==> config.mk <==
export PLATFORM = sky130hd
export DESIGN_NAME = bit_addr_stepper
export DESIGN_NICKNAME = d
export VERILOG_FILES = /design/src/rtl/stepper_pkg.sv /design/src/rtl/step_nib_add.sv /design/src/rtl/step_word_disp.sv /design/src/rtl/step_word_add.sv /design/src/rtl/step_seg_adj.sv /design/src/rtl/bit_addr_stepper.sv
export SDC_FILE = /design/constraint.sdc
export NUM_CORES = 1
export LEC_CHECK = 0
export BUFFER_PORTS_ARGS = -buffer_cell sky130_fd_sc_hd__buf_2
export CAP_MARGIN = 5
export CORE_MARGIN = 4
export CORE_UTILIZATION = 57
export CTS_CLUSTER_DIAMETER = 60
export DETAILED_ROUTE_END_ITERATION = 10
export GPL_TIMING_DRIVEN = 0
export PLACE_DENSITY = 0.79
export SYNTH_ARGS = -nofsm -noshare
export SYNTH_HDL_FRONTEND = slang
export SYNTH_SLANG_ARGS = --single-unit
==> constraint.sdc <==
create_clock -name clk_i -period 4.1 [get_ports clk_i]
set_input_delay 0.82 -clock clk_i [delete_from_list [all_inputs] [get_ports clk_i]]
set_output_delay 0.82 -clock clk_i [all_outputs]
set_load 0.05 [all_outputs]
==> src/rtl/stepper_pkg.sv <==
package stepper_pkg;
  typedef enum logic [2:0] {
    ST_IDLE, ST_BIT, ST_SGN, ST_WORD, ST_FIX
  } step_state_e;

  localparam logic [1:0] SEG_MOD_NONE = 2'b00;
  localparam logic [1:0] SEG_MOD_UP   = 2'b01;
  localparam logic [1:0] SEG_MOD_DOWN = 2'b11;
endpackage

==> src/rtl/step_nib_add.sv <==
module step_nib_add #(
  parameter int BIT_W = 4
) (
  input  logic [BIT_W-1:0] a_i,
  input  logic [BIT_W-1:0] b_i,
  output logic [BIT_W-1:0] sum_o,
  output logic             cy_o
);
  always_comb {cy_o, sum_o} = {1'b0, a_i} + {1'b0, b_i};
endmodule

==> src/rtl/step_word_disp.sv <==
module step_word_disp #(
  parameter int BIT_W  = 4,
  parameter int ADDR_W = 16
) (
  input  logic [ADDR_W-BIT_W-1:0] inc_hi_i,
  output logic [ADDR_W-1:0]       disp_o
);
  localparam int LO_W = ADDR_W - BIT_W;
  // The top bits start at zero; the sign stage fills them later.
  for (genvar g = 0; g < ADDR_W; g++) begin : g_bit
    if (g < LO_W) begin : g_lo
      assign disp_o[g] = inc_hi_i[g];
    end else begin : g_hi
      assign disp_o[g] = 1'b0;
    end
  end
endmodule

==> src/rtl/step_word_add.sv <==
module step_word_add #(
  parameter int ADDR_W = 16
) (
  input  logic [ADDR_W-1:0] a_i,
  input  logic [ADDR_W-1:0] b_i,
  input  logic              cin_i,
  output logic [ADDR_W-1:0] sum_o,
  output logic              cout_o
);
  always_comb {cout_o, sum_o} = {1'b0, a_i} + {1'b0, b_i} + {{ADDR_W{1'b0}}, cin_i};
endmodule

==> src/rtl/step_seg_adj.sv <==
module step_seg_adj #(
  parameter int SEG_W = 8
) (
  input  logic             word_cy_i,
  input  logic             neg_i,
  input  logic [SEG_W-1:0] seg_i,
  input  logic [1:0]       mod_i,
  output logic [1:0]       mod_o,
  output logic             fix_o,
  output logic [SEG_W-1:0] seg_o
);
  import stepper_pkg::*;

  always_comb begin
    if (!neg_i && word_cy_i)     mod_o = SEG_MOD_UP;
    else if (neg_i && !word_cy_i) mod_o = SEG_MOD_DOWN;
    else                          mod_o = SEG_MOD_NONE;
    fix_o = (mod_o != SEG_MOD_NONE);
  end

  always_comb seg_o = seg_i + {{(SEG_W-2){mod_i[1]}}, mod_i};
endmodule

==> src/rtl/bit_addr_stepper.sv <==
module bit_addr_stepper #(
  parameter int BIT_W  = 4,
  parameter int ADDR_W = 16,
  parameter int SEG_W  = 8,
  parameter int TAG_W  = 1
) (
  input  logic              clk_i,
  input  logic              rst_ni,
  input  logic              start_i,
  input  logic [TAG_W-1:0]  tag_i,
  input  logic [BIT_W-1:0]  bit_idx_i,
  input  logic [ADDR_W-1:0] word_addr_i,
  input  logic [SEG_W-1:0]  seg_i,
  input  logic [ADDR_W-1:0] inc_i,
  output logic              busy_o,
  output logic              done_o,
  output logic [TAG_W-1:0]  tag_o,
  output logic [BIT_W-1:0]  bit_idx_o,
  output logic [ADDR_W-1:0] word_addr_o,
  output logic [SEG_W-1:0]  seg_o,
  output logic [1:0]        seg_mod_o,
  output logic              seg_fix_o
);
  import stepper_pkg::*;

  localparam int LO_W = ADDR_W - BIT_W;
  localparam logic [ADDR_W-1:0] FILL_MASK = {{BIT_W{1'b1}}, {LO_W{1'b0}}};

  step_state_e       state_q;
  logic [TAG_W-1:0]  tag_q;
  logic [BIT_W-1:0]  cbit_q;
  logic [ADDR_W-1:0] cword_q;
  logic [SEG_W-1:0]  cseg_q;
  logic [ADDR_W-1:0] cinc_q;
  logic [BIT_W-1:0]  bit_q;
  logic              nib_cy_q;
  logic [ADDR_W-1:0] disp_q;
  logic [ADDR_W-1:0] word_q;
  logic [1:0]        mod_q;

  logic [BIT_W-1:0]  nib_sum;
  logic              nib_cy;
  logic [ADDR_W-1:0] disp_raw;
  logic [ADDR_W-1:0] word_sum;
  logic              word_cy;
  logic [1:0]        mod_w;
  logic              fix_w;
  logic [SEG_W-1:0]  seg_adj;
  logic              neg;

  assign neg = cinc_q[ADDR_W-1];

  step_nib_add #(.BIT_W(BIT_W)) u_nib (
    .a_i(cbit_q), .b_i(cinc_q[BIT_W-1:0]), .sum_o(nib_sum), .cy_o(nib_cy)
  );

  step_word_disp #(.BIT_W(BIT_W), .ADDR_W(ADDR_W)) u_disp (
    .inc_hi_i(cinc_q[ADDR_W-1:BIT_W]), .disp_o(disp_raw)
  );

  step_word_add #(.ADDR_W(ADDR_W)) u_wadd (
    .a_i(cword_q), .b_i(disp_q), .cin_i(nib_cy_q), .sum_o(word_sum), .cout_o(word_cy)
  );

  step_seg_adj #(.SEG_W(SEG_W)) u_seg (
    .word_cy_i(word_cy), .neg_i(neg), .seg_i(cseg_q), .mod_i(mod_q),
    .mod_o(mod_w), .fix_o(fix_w), .seg_o(seg_adj)
  );

  always_ff @(posedge clk_i or negedge rst_ni) begin
    if (!rst_ni) begin
      state_q     <= ST_IDLE;
      tag_q       <= '0;
      cbit_q      <= '0;
      cword_q     <= '0;
      cseg_q      <= '0;
      cinc_q      <= '0;
      bit_q       <= '0;
      nib_cy_q    <= 1'b0;
      disp_q      <= '0;
      word_q      <= '0;
      mod_q       <= SEG_MOD_NONE;
      done_o      <= 1'b0;
      tag_o       <= '0;
      bit_idx_o   <= '0;
      word_addr_o <= '0;
      seg_o       <= '0;
      seg_mod_o   <= SEG_MOD_NONE;
      seg_fix_o   <= 1'b0;
    end else begin
      done_o <= 1'b0;
      unique case (state_q)
        ST_IDLE: if (start_i) begin
          tag_q   <= tag_i;
          cbit_q  <= bit_idx_i;
          cword_q <= word_addr_i;
          cseg_q  <= seg_i;
          cinc_q  <= inc_i;
          state_q <= ST_BIT;
        end
        ST_BIT: begin
          bit_q    <= nib_sum;
          nib_cy_q <= nib_cy;
          disp_q   <= disp_raw;
          state_q  <= neg ? ST_SGN : ST_WORD;
        end
        ST_SGN: begin
          disp_q  <= disp_q | FILL_MASK;
          state_q <= ST_WORD;
        end
        ST_WORD: begin
          word_q <= word_sum;
          mod_q  <= mod_w;
          if (fix_w) begin
            state_q <= ST_FIX;
          end else begin
            done_o      <= 1'b1;
            tag_o       <= tag_q;
            bit_idx_o   <= bit_q;
            word_addr_o <= word_sum;
            seg_o       <= cseg_q;
            seg_mod_o   <= SEG_MOD_NONE;
            seg_fix_o   <= 1'b0;
            state_q     <= ST_IDLE;
          end
        end
        ST_FIX: begin
          done_o      <= 1'b1;
          tag_o       <= tag_q;
          bit_idx_o   <= bit_q;
          word_addr_o <= word_q;
          seg_o       <= seg_adj;
          seg_mod_o   <= mod_q;
          seg_fix_o   <= 1'b1;
          state_q     <= ST_IDLE;
        end
        default: state_q <= ST_IDLE;
      endcase
    end
  end

  assign busy_o = (state_q != ST_IDLE);
endmodule

Word level (Yosys, flattened, before mapping)
Index checks and enable logic that the tools add are counted.
Widths: inputs -> output; s select.
{"block": "op_classes", "eq_ne": 6, "add_sub_neg": 4, "mux": 21, "reduce_logical": 12, "bitwise": 1}
{"operator": "$pmux 16 s2", "n": 2}
{"operator": "$add 16x16->17", "n": 1}
{"operator": "$add 17x1->17", "n": 1}
{"operator": "$mux 16", "n": 1}
{"operator": "$pmux 8 s2", "n": 1}
{"operator": "$pmux 3 s4", "n": 1}
{"operator": "$add 8x8->8", "n": 1}
{"operator": "$mux 8", "n": 1}
{"operator": "$pmux 4 s2", "n": 1}
{"operator": "$eq 3x2->1 const B", "n": 2}
{"operator": "$mux 2", "n": 3}
{"operator": "$mux 3", "n": 2}
{"operator": "$pmux 1 s2", "n": 3}
{"operator": "$reduce_and 2->1", "n": 3}
{"operator": "$reduce_bool 2->1", "n": 3}
{"operator": "$add 4x4->5", "n": 1}
{"operator": "$mux 1", "n": 4}
{"operator": "$mux 4", "n": 1}
{"operator": "$ne 2x2->1 const B", "n": 2}
{"operator": "$pmux 2 s2", "n": 1}
{"operator": "$eq 3x1->1 const B", "n": 1}
{"operator": "$eq 3x3->1 const B", "n": 1}
{"operator": "$logic_not 3->1", "n": 1}
{"operator": "$reduce_bool 3->1", "n": 1}
{"operator": "3 further kinds", "n": 5}
{"block": "word_totals", "out_inout_bits": 34, "register_bits": 120, "wordCells": 63, "input_bits": 48}

Longest topological paths before layout
Gate-level depths: netlist of run 1.
{"block": "depth", "depth_word": 9, "mapped_depth": 18, "mapped_depth_nobuf": 16}

Cells and area by module
Synthesis of run 1 repeated with hierarchy kept, for this count alone.
{"block": "unflattened", "cells_unflattened": 486, "area_unflattened_um2": 6329.8}
{"module": "bit_addr_stepper", "cells_per_inst": 305, "instances": 1, "seq_area_each_um2": 3002.9, "area_each_um2": 4913.5}
{"module": "step_word_add", "cells_per_inst": 101, "instances": 1, "seq_area_each_um2": 0.0, "area_each_um2": 790.8}
{"module": "step_seg_adj", "cells_per_inst": 47, "instances": 1, "seq_area_each_um2": 0.0, "area_each_um2": 365.4}
{"module": "step_nib_add", "cells_per_inst": 16, "instances": 1, "seq_area_each_um2": 0.0, "area_each_um2": 136.4}
{"module": "step_word_disp", "cells_per_inst": 17, "instances": 1, "seq_area_each_um2": 0.0, "area_each_um2": 123.9}

Worst setup path before layout of run 1
Ideal clock, no wire load.
{"block": "synth_timing", "path_type": "reg2reg", "start": "register cword_q[0]", "end": "register word_addr_o[2]", "required_time_ps": 3971, "stages_incl_launch_ff": 19, "path_slack_ps": 798, "n_path_buf": 2, "period_less_slack_ps": 3302, "setup_ps": 129, "arrival_ps": 3173, "cell_sequence": "dfrtp_1 inv_1 fa_1 inv_1 fa_1 a211oi_1 o211ai_1 a31oi_2 o21ai_2 a21o_1 a21oi_1 ha_1 and3_1 buf_4 nor2_4 inv_2 buf_4 nor2_1 a211oi_2"}
{"block": "synth_between", "elab_chain_cells": 9, "word_cells_on_any_way": 12, "classes_between": "add/sub: 2; eq/ne: 1; mux: 4; reduce/logical: 5"}
{"element": "start: declaration", "line": "bit_addr_stepper.sv:32", "rtl": "logic [ADDR_W-1:0] cword_q;"}
{"element": "start signal: assignment", "line": "bit_addr_stepper.sv:96", "rtl": "cword_q <= word_addr_i;"}
{"element": "$add 16x16->17 *", "line": "step_word_add.sv:10", "rtl": "always_comb {cout_o, sum_o} = {1'b0, a_i} + {1'b0, b_i} + {{ADDR_W{1'b0}}, cin_i};"}
{"element": "$add 17x1->17 *", "line": "step_word_add.sv:10"}
{"element": "$logic_not 1->1", "line": "step_seg_adj.sv:16", "rtl": "else if (neg_i && !word_cy_i) mod_o = SEG_MOD_DOWN;"}
{"element": "$logic_and 1x1->1", "line": "step_seg_adj.sv:16"}
{"element": "$mux 2", "line": "step_seg_adj.sv:16"}
{"element": "$mux 2", "line": "step_seg_adj.sv:15", "rtl": "if (!neg_i && word_cy_i) mod_o = SEG_MOD_UP;"}
{"element": "$reduce_bool 2->1", "line": "step_seg_adj.sv:18", "rtl": "fix_o = (mod_o != SEG_MOD_NONE);"}
{"element": "$ne 2x2->1 (no source line)"}
{"element": "$reduce_and 2->1 (no source line)"}
{"element": "end signal: assignment", "line": "bit_addr_stepper.sv:120", "rtl": "word_addr_o <= word_sum;"}
{"element": "end signal: assignment", "line": "bit_addr_stepper.sv:131", "rtl": "word_addr_o <= word_q;"}
{"element": "end: declaration", "line": "bit_addr_stepper.sv:19", "rtl": "output logic [ADDR_W-1:0] word_addr_o,"}
Mark *: on every way between the ends. The rest lies on a longest branch, timed or not. The select of a mux whose other input is x is not followed.
A chain may end at the register's enable or synchronous reset.

Final worst setup path of run 1
Same ends and word-level chain as after synthesis.

==> results of run 1 <==
cells in the mapped netlist, drive strengths merged (3+ instances only):
cell type / count
fa: 4
clkbuf: 8
nand3: 10
a22oi: 13
buf: 17
nand2: 92
nor2: 27
o21ai: 56
o21a: 3
a21oi: 21
xnor2: 13
mux2i: 4
mux2: 43
xor2: 6
ha: 28
inv: 19
nand2b: 3
o31ai: 3
dfrtp: 117
and3: 4
o22ai: 5
a211oi: 8
o211ai: 3
nor3: 6
nor2b: 4
a21o: 3
a31oi: 4
stage by stage:
step | utilization | cell area, um^2
6_report | 0.709 | 6990
5_1_grt | 0.709 | 6990
3_5_place_dp | 0.650 | 6410
3_3_place_gp | 0.647 | 6380
2_1_floorplan | - | 5810
4_1_cts | 0.707 | 6970
sequential cells by signal, summed over array words and instances, names as in the netlist:
register,cells
seg_mod_o,2
word_q,16
cseg_q,8
cword_q,16
cinc_q,16
mod_q,2
word_addr_o,16
done_o,1
bit_idx_o,4
cbit_q,4
nib_cy_q,1
tag_q,1
disp_q,13
tag_o,1
bit_q,4
state_q,3
seg_fix_o,1
seg_o,8
cell type report:
cell class | instances | area (um^2)
Multi-Input combinational cell | 383 | 2670
Fill cell | 710 | 2880
Inverter | 19 | 71.3
Sequential cell | 117 | 2930
Clock inverter | 10 | 105
Timing Repair Buffer | 82 | 435
Tap cell | 133 | 166
Clock buffer | 22 | 453
Buffer | 25 | 160
kinds of logic after synthesis:
| family | share of synthesized area |
|---|---|
| adder cells (fa/ha/maj) | 0.0740 |
| flip-flops | 0.504 |
| AND/OR/NAND/NOR | 0.118 |
| buffers and inverters | 0.0394 |
| AO/OA/AOI/OAI | 0.145 |
| multiplexers | 0.0915 |
| XOR/XNOR | 0.0286 |
metal layers:
layer | share of wire | up-vias | wire, um | track usage
met3 | 0.060 | 27 | 787 | 0.0480
li1 | - | 2118 | - | -
met1 | 0.42 | 2173 | 5540 | 0.315
met2 | 0.50 | 145 | 6630 | 0.403
met5 | 0 | - | 0 | 0
met4 | 0.017 | 0 | 225 | 0.0821
repair_timing:
action	4_1_cts	5_1_grt
setup buffers	0	0
setup endpoints to repair	0	26
gates resized for setup	0	4
hold endpoints to repair	0	0
worst max-delay path by stage:
stage | from | cells past startpoint | slack (ps) | end
3_5_place_dp | cword_q[0]$_DFFE_PN0P_ | 16 | 170 | word_addr_o[7]$_DFFE_PN0P_
6_report | cword_q[0]$_DFFE_PN0P_ | 18 | 320 | word_addr_o[2]$_DFFE_PN0P_
3_3_place_gp | nib_cy_q$_DFFE_PN0N_ | 16 | 320 | word_addr_o[7]$_DFFE_PN0P_
5_1_grt | nib_cy_q$_DFFE_PN0N_ | 18 | 50 | word_addr_o[1]$_DFFE_PN0P_
4_1_cts | cword_q[0]$_DFFE_PN0P_ | 16 | 50 | word_addr_o[7]$_DFFE_PN0P_
2_1_floorplan | cword_q[0]$_DFFE_PN0P_ | 18 | 800 | word_addr_o[2]$_DFFE_PN0P_
==> qor.json, run 1 <==
{
  "htreeDepth": 4,
  "holdBufCountCts": 0,
  "rsz0062_at_grt": "false",
  "worst_pin_slew_ps": 578,
  "syn-cell-area_mm2": 0.00581,
  "gr-total-overflow": 0,
  "ios": 82,
  "post_synth.cell_area_avg_um2": 10.7,
  "most-common-layout-cells": "sky130_fd_sc_hd__dfrtp_1 (117), sky130_fd_sc_hd__nand2_1 (92), sky130_fd_sc_hd__buf_2 (85), sky130_fd_sc_hd__o21ai_0 (50), sky130_fd_sc_hd__mux2_2 (41)",
  "critical_path.endpoint_type": "flip-flop",
  "post-synth-top-area-fraction": 0.504,
  "max_cap_viol_count": 0,
  "finalWorstSetupSlack_ps": 318,
  "synth-edff-count": 0,
  "fraction_of_final_layout_cells_with_drive_strength_greater_than_1": 0.289,
  "effective_utilization_at_floorplan": 0.589,
  "root_buffer_cell": "sky130_fd_sc_hd__clkbuf_8",
  "wirelength_um": 13200,
  "place.gp.congestion": 0.849,
  "detail_route.first_pass.iterations": 5,
  "cp.buffers_inverters": 5,
  "die_y_um": 109,
  "postSynthNetCount": 624,
  "stdcell_count": 791,
  "dieArea_mm2": 0.0119,
  "via_per_inst": 5.64,
  "number_of_antenna_violations_at_the_first_check_in_global_routing": 0,
  "layout_worst_path_cycle_share": 0.922,
  "port_buffers": 81,
  "cp_top_family": "compound AO/OA/AOI/OAI gates",
  "row_count": 36,
  "number_of_nets_with_antenna_violations_after_routing": 0,
  "start_kind": "flip-flop",
  "finalSetupViolations": 0,
  "final.min_clock_period_ps": 3780,
  "clock_buffers_created_by_tritoncts": 17,
  "place_worst_setup_slack_ps": 171,
  "cts_tree": "yes",
  "cp_cell_sequence": "inv_1, fa_1, inv_1, fa_1, a211oi_2, o211ai_1, a31oi_2, o21ai_2, a21o_1, a21oi_2, ha_1, and3_1, buf_4, nor2_4, inv_2, buf_4, nor2_1, a211oi_2",
  "required_ps": 4490,
  "final_net_count": 725,
  "worst-path-max-fanout": 10,
  "placed_insts": 759,
  "number_of_storage_elements_in_the_synthesis_netlist": 117,
  "synth_top_area_cell": "sky130_fd_sc_hd__dfrtp_1",
  "die_outline_width_um": 109,
  "primary_ff_master_synth": "sky130_fd_sc_hd__dfrtp_1",
  "ys_types": 56,
  "synth-async-reset-ratio": 1.00,
  "r2r_path_end": "word_addr_o[2]$_DFFE_PN0P_",
  "route.detailed.drc": 0,
  "ff2ff_setup_slack_ps": 320,
  "number_of_clock_sinks": 117,
  "pin_count_of_the_biggest_net_entering_global_routing": 75,
  "aggregate_negative_setup_slack_ps": 0,
  "rr_worst_depth": 18,
  "final_common_cell": "sky130_fd_sc_hd__dfrtp_1",
  "yosys-top-cells-area": "sky130_fd_sc_hd__dfrtp_1 (50%), sky130_fd_sc_hd__mux2_2 (7.9%), sky130_fd_sc_hd__ha_1 (6.0%)",
  "timing.rr.start": "cword_q[0]$_DFFE_PN0P_",
  "drtIter0Drc": 202,
  "timing.critical_path.slowest_stage_cell": "sky130_fd_sc_hd__fa_1",
  "max_freq_mhz": 264,
  "min_path_type": "primary input to asynchronous set/reset pin",
  "finalClockSkew_ps": 6.95,
  "cts_buffer_depth": 2,
  "clk-insertion-delay-late_ps": 510,
  "grt_first_pass_wirelength_um": 22100,
  "num_antenna_cells": 0,
  "slowest_delay_ps": 450,
  "worst-setup-path-type": "flip-flop to flip-flop",
  "slew_violations": 0,
  "routed-via-count": 4463,
  "drt-wirelength-per-cell_um": 16.7,
  "vias_in_the_first_global_route": 4563,
  "worst_setup_hold_path_clk_slew_ps": 60,
  "dp_hpwl_um": 9310,
  "finalHoldViolCount": 0,
  "synthCells": 544,
  "worstPathArrival_ps": 4170,
  "core_area_mm2": 0.00986,
  "ys_warn_count": 0,
  "timing.hold.ws_ps": 302,
  "global_route_usage_over_all_layers": 0.241,
  "slew_headroom": 0.615,
  "status": "completed",
  "synth.yosys.seq_area_share": 0.504,
  "synthToLayoutAreaGrowth_pct": 20.2
}
Power of run 1 is left out: the tool's default activity adds up to more than one toggle a clock period on the data nets, which glitch-free logic cannot reach.
==> run 2: changes to the inputs <==
- CORE_UTILIZATION: 57 -> 35
- MAX_ROUTING_LAYER: unset -> met4
- PLACE_DENSITY: 0.79 -> unset
==> qor.json, run 2 (synthesis results as in run 1) <==
{
  "core_area_mm2": 0.0161,
  "finalWorstSetupSlack_ps": 302,
  "global_route_usage_over_all_layers": 0.164,
  "fillerInstances": 1522,
  "holdBufCountCts": 0,
  "ios": 82,
  "grt_first_pass_wirelength_um": 22900,
  "gr-total-overflow": 0,
  "finalHoldViolCount": 0,
  "most-common-layout-cells": "sky130_fd_sc_hd__dfrtp_1 (117), sky130_fd_sc_hd__nand2_1 (92), sky130_fd_sc_hd__buf_2 (86), sky130_fd_sc_hd__o21ai_0 (50), sky130_fd_sc_hd__mux2_2 (41)",
  "place.gp.congestion": 0.828,
  "final_net_count": 725,
  "worst-path-max-fanout": 10,
  "aggregate_negative_setup_slack_ps": 0,
  "critical_path.endpoint_type": "flip-flop",
  "num_antenna_cells": 0,
  "start_kind": "flip-flop",
  "min_path_type": "primary input to asynchronous set/reset pin",
  "dp_hpwl_um": 10300,
  "synthToLayoutAreaGrowth_pct": 21.5,
  "final.min_clock_period_ps": 3800,
  "htreeDepth": 4,
  "cts_tree": "yes",
  "max_freq_mhz": 263,
  "place_worst_setup_slack_ps": 152,
  "number_of_nets_with_antenna_violations_after_routing": 0,
  "wirelength_um": 13900,
  "final_design_instance_area_without_fill_mm2": 0.00707,
  "pin_count_of_the_biggest_net_entering_global_routing": 79,
  "detail_route.first_pass.iterations": 4,
  "worst_setup_hold_path_clk_slew_ps": 50,
  "port_buffers": 81,
  "clock_buffers_created_by_tritoncts": 17,
  "route.detailed.drc": 0,
  "finalSetupViolations": 0,
  "finalClockSkew_ps": 4.55,
  "max_cap_viol_count": 0,
  "worst-setup-path-type": "flip-flop to flip-flop",
  "worst_pin_slew_ps": 502,
  "drt-wirelength-per-cell_um": 16.0,
  "clk-insertion-delay-late_ps": 410,
  "drtIter0Drc": 360,
  "die_outline_width_um": 137,
  "cts_buffer_depth": 2,
  "number_of_clock_sinks": 117,
  "number_of_antenna_violations_at_the_first_check_in_global_routing": 0,
  "dieArea_mm2": 0.0187,
  "postPlaceCellArea_mm2": 0.00652,
  "routed-via-count": 4335,
  "slew_violations": 0,
  "vias_in_the_first_global_route": 4468,
  "slew_headroom": 0.666,
  "required_ps": 4410,
  "layout_worst_path_cycle_share": 0.926,
  "rsz0062_at_grt": "false",
  "die_y_um": 137,
  "effective_utilization_at_floorplan": 0.362,
  "final_common_cell": "sky130_fd_sc_hd__dfrtp_1",
  "status": "completed",
  "worstPathArrival_ps": 4110,
  "root_buffer_cell": "sky130_fd_sc_hd__clkbuf_16",
  "via_per_inst": 4.97,
  "fraction_of_final_layout_cells_with_drive_strength_greater_than_1": 0.283,
  "row_count": 46
}
[run 2: final timing paths]
kind	slack (ps)	startpoint	depth (start not counted)	end
min in group clk_i	460	bit_idx_o[1]$_DFFE_PN0P_	2	bit_idx_o[1]$_DFFE_PN0P_
setup / recovery	300	cword_q[0]$_DFFE_PN0P_	17	seg_o[4]$_DFFE_PN0P_
max in group asynchronous	3080	rst_ni	2	cseg_q[7]$_DFFE_PN0P_
setup reg to reg	300	cword_q[0]$_DFFE_PN0P_	17	seg_o[4]$_DFFE_PN0P_
hold reg to reg	460	bit_idx_o[1]$_DFFE_PN0P_	2	bit_idx_o[1]$_DFFE_PN0P_
hold / removal	310	rst_ni	1	cinc_q[2]$_DFFE_PN0P_
[run 2: critical path, cell delays in order (launching register included)]
cell,delay (ps)
sky130_fd_sc_hd__dfrtp_1,370
sky130_fd_sc_hd__inv_1,100
sky130_fd_sc_hd__fa_1,200
sky130_fd_sc_hd__inv_1,60
sky130_fd_sc_hd__fa_1,440
sky130_fd_sc_hd__a211oi_2,250
sky130_fd_sc_hd__o211ai_1,180
sky130_fd_sc_hd__a31oi_2,260
sky130_fd_sc_hd__o21ai_2,90
sky130_fd_sc_hd__a21o_1,200
sky130_fd_sc_hd__a21oi_1,230
sky130_fd_sc_hd__ha_1,330
sky130_fd_sc_hd__and3_1,190
sky130_fd_sc_hd__buf_4,180
sky130_fd_sc_hd__nor2_4,150
sky130_fd_sc_hd__buf_2,270
sky130_fd_sc_hd__a22oi_1,100
sky130_fd_sc_hd__o31ai_1,90
[run 2: layout make-up]
type	count	area, um^2	area share
Tap cell	216	270	0.0383
Timing Repair Buffer	82	439	0.0622
Clock buffer	27	513	0.0726
Sequential cell	117	2930	0.414
Multi-Input combinational cell	383	2670	0.377
Clock inverter	4	20.0	0.00283
Inverter	19	71.3	0.0101
Buffer	25	158	0.0223
[run 2: repair_timing]
item,in CTS,in global routing
gates resized for setup,0,2
setup buffers,0,0
hold endpoints to repair,0,0
setup endpoints to repair,0,18
[run 2: routing by layer]
metal,track usage,up-vias,share of wire
met5,-,-,0
met4,0.0610,0,0.016
met3,0.0379,18,0.050
met2,0.245,95,0.46
met1,0.218,2101,0.47
li1,-,2121,-
[run 2: metrics by stage]
stage | std cells | util | hold slack (ps)
finish | 873 | 0.440 | 310
global route | 873 | 0.440 | 329
CTS | 873 | 0.439 | 313
detailed placement | 842 | 0.406 | 451
global placement | 841 | 0.404 | 452
floorplan | 544 | - | 435
Power of run 2 is left out for the same reason.
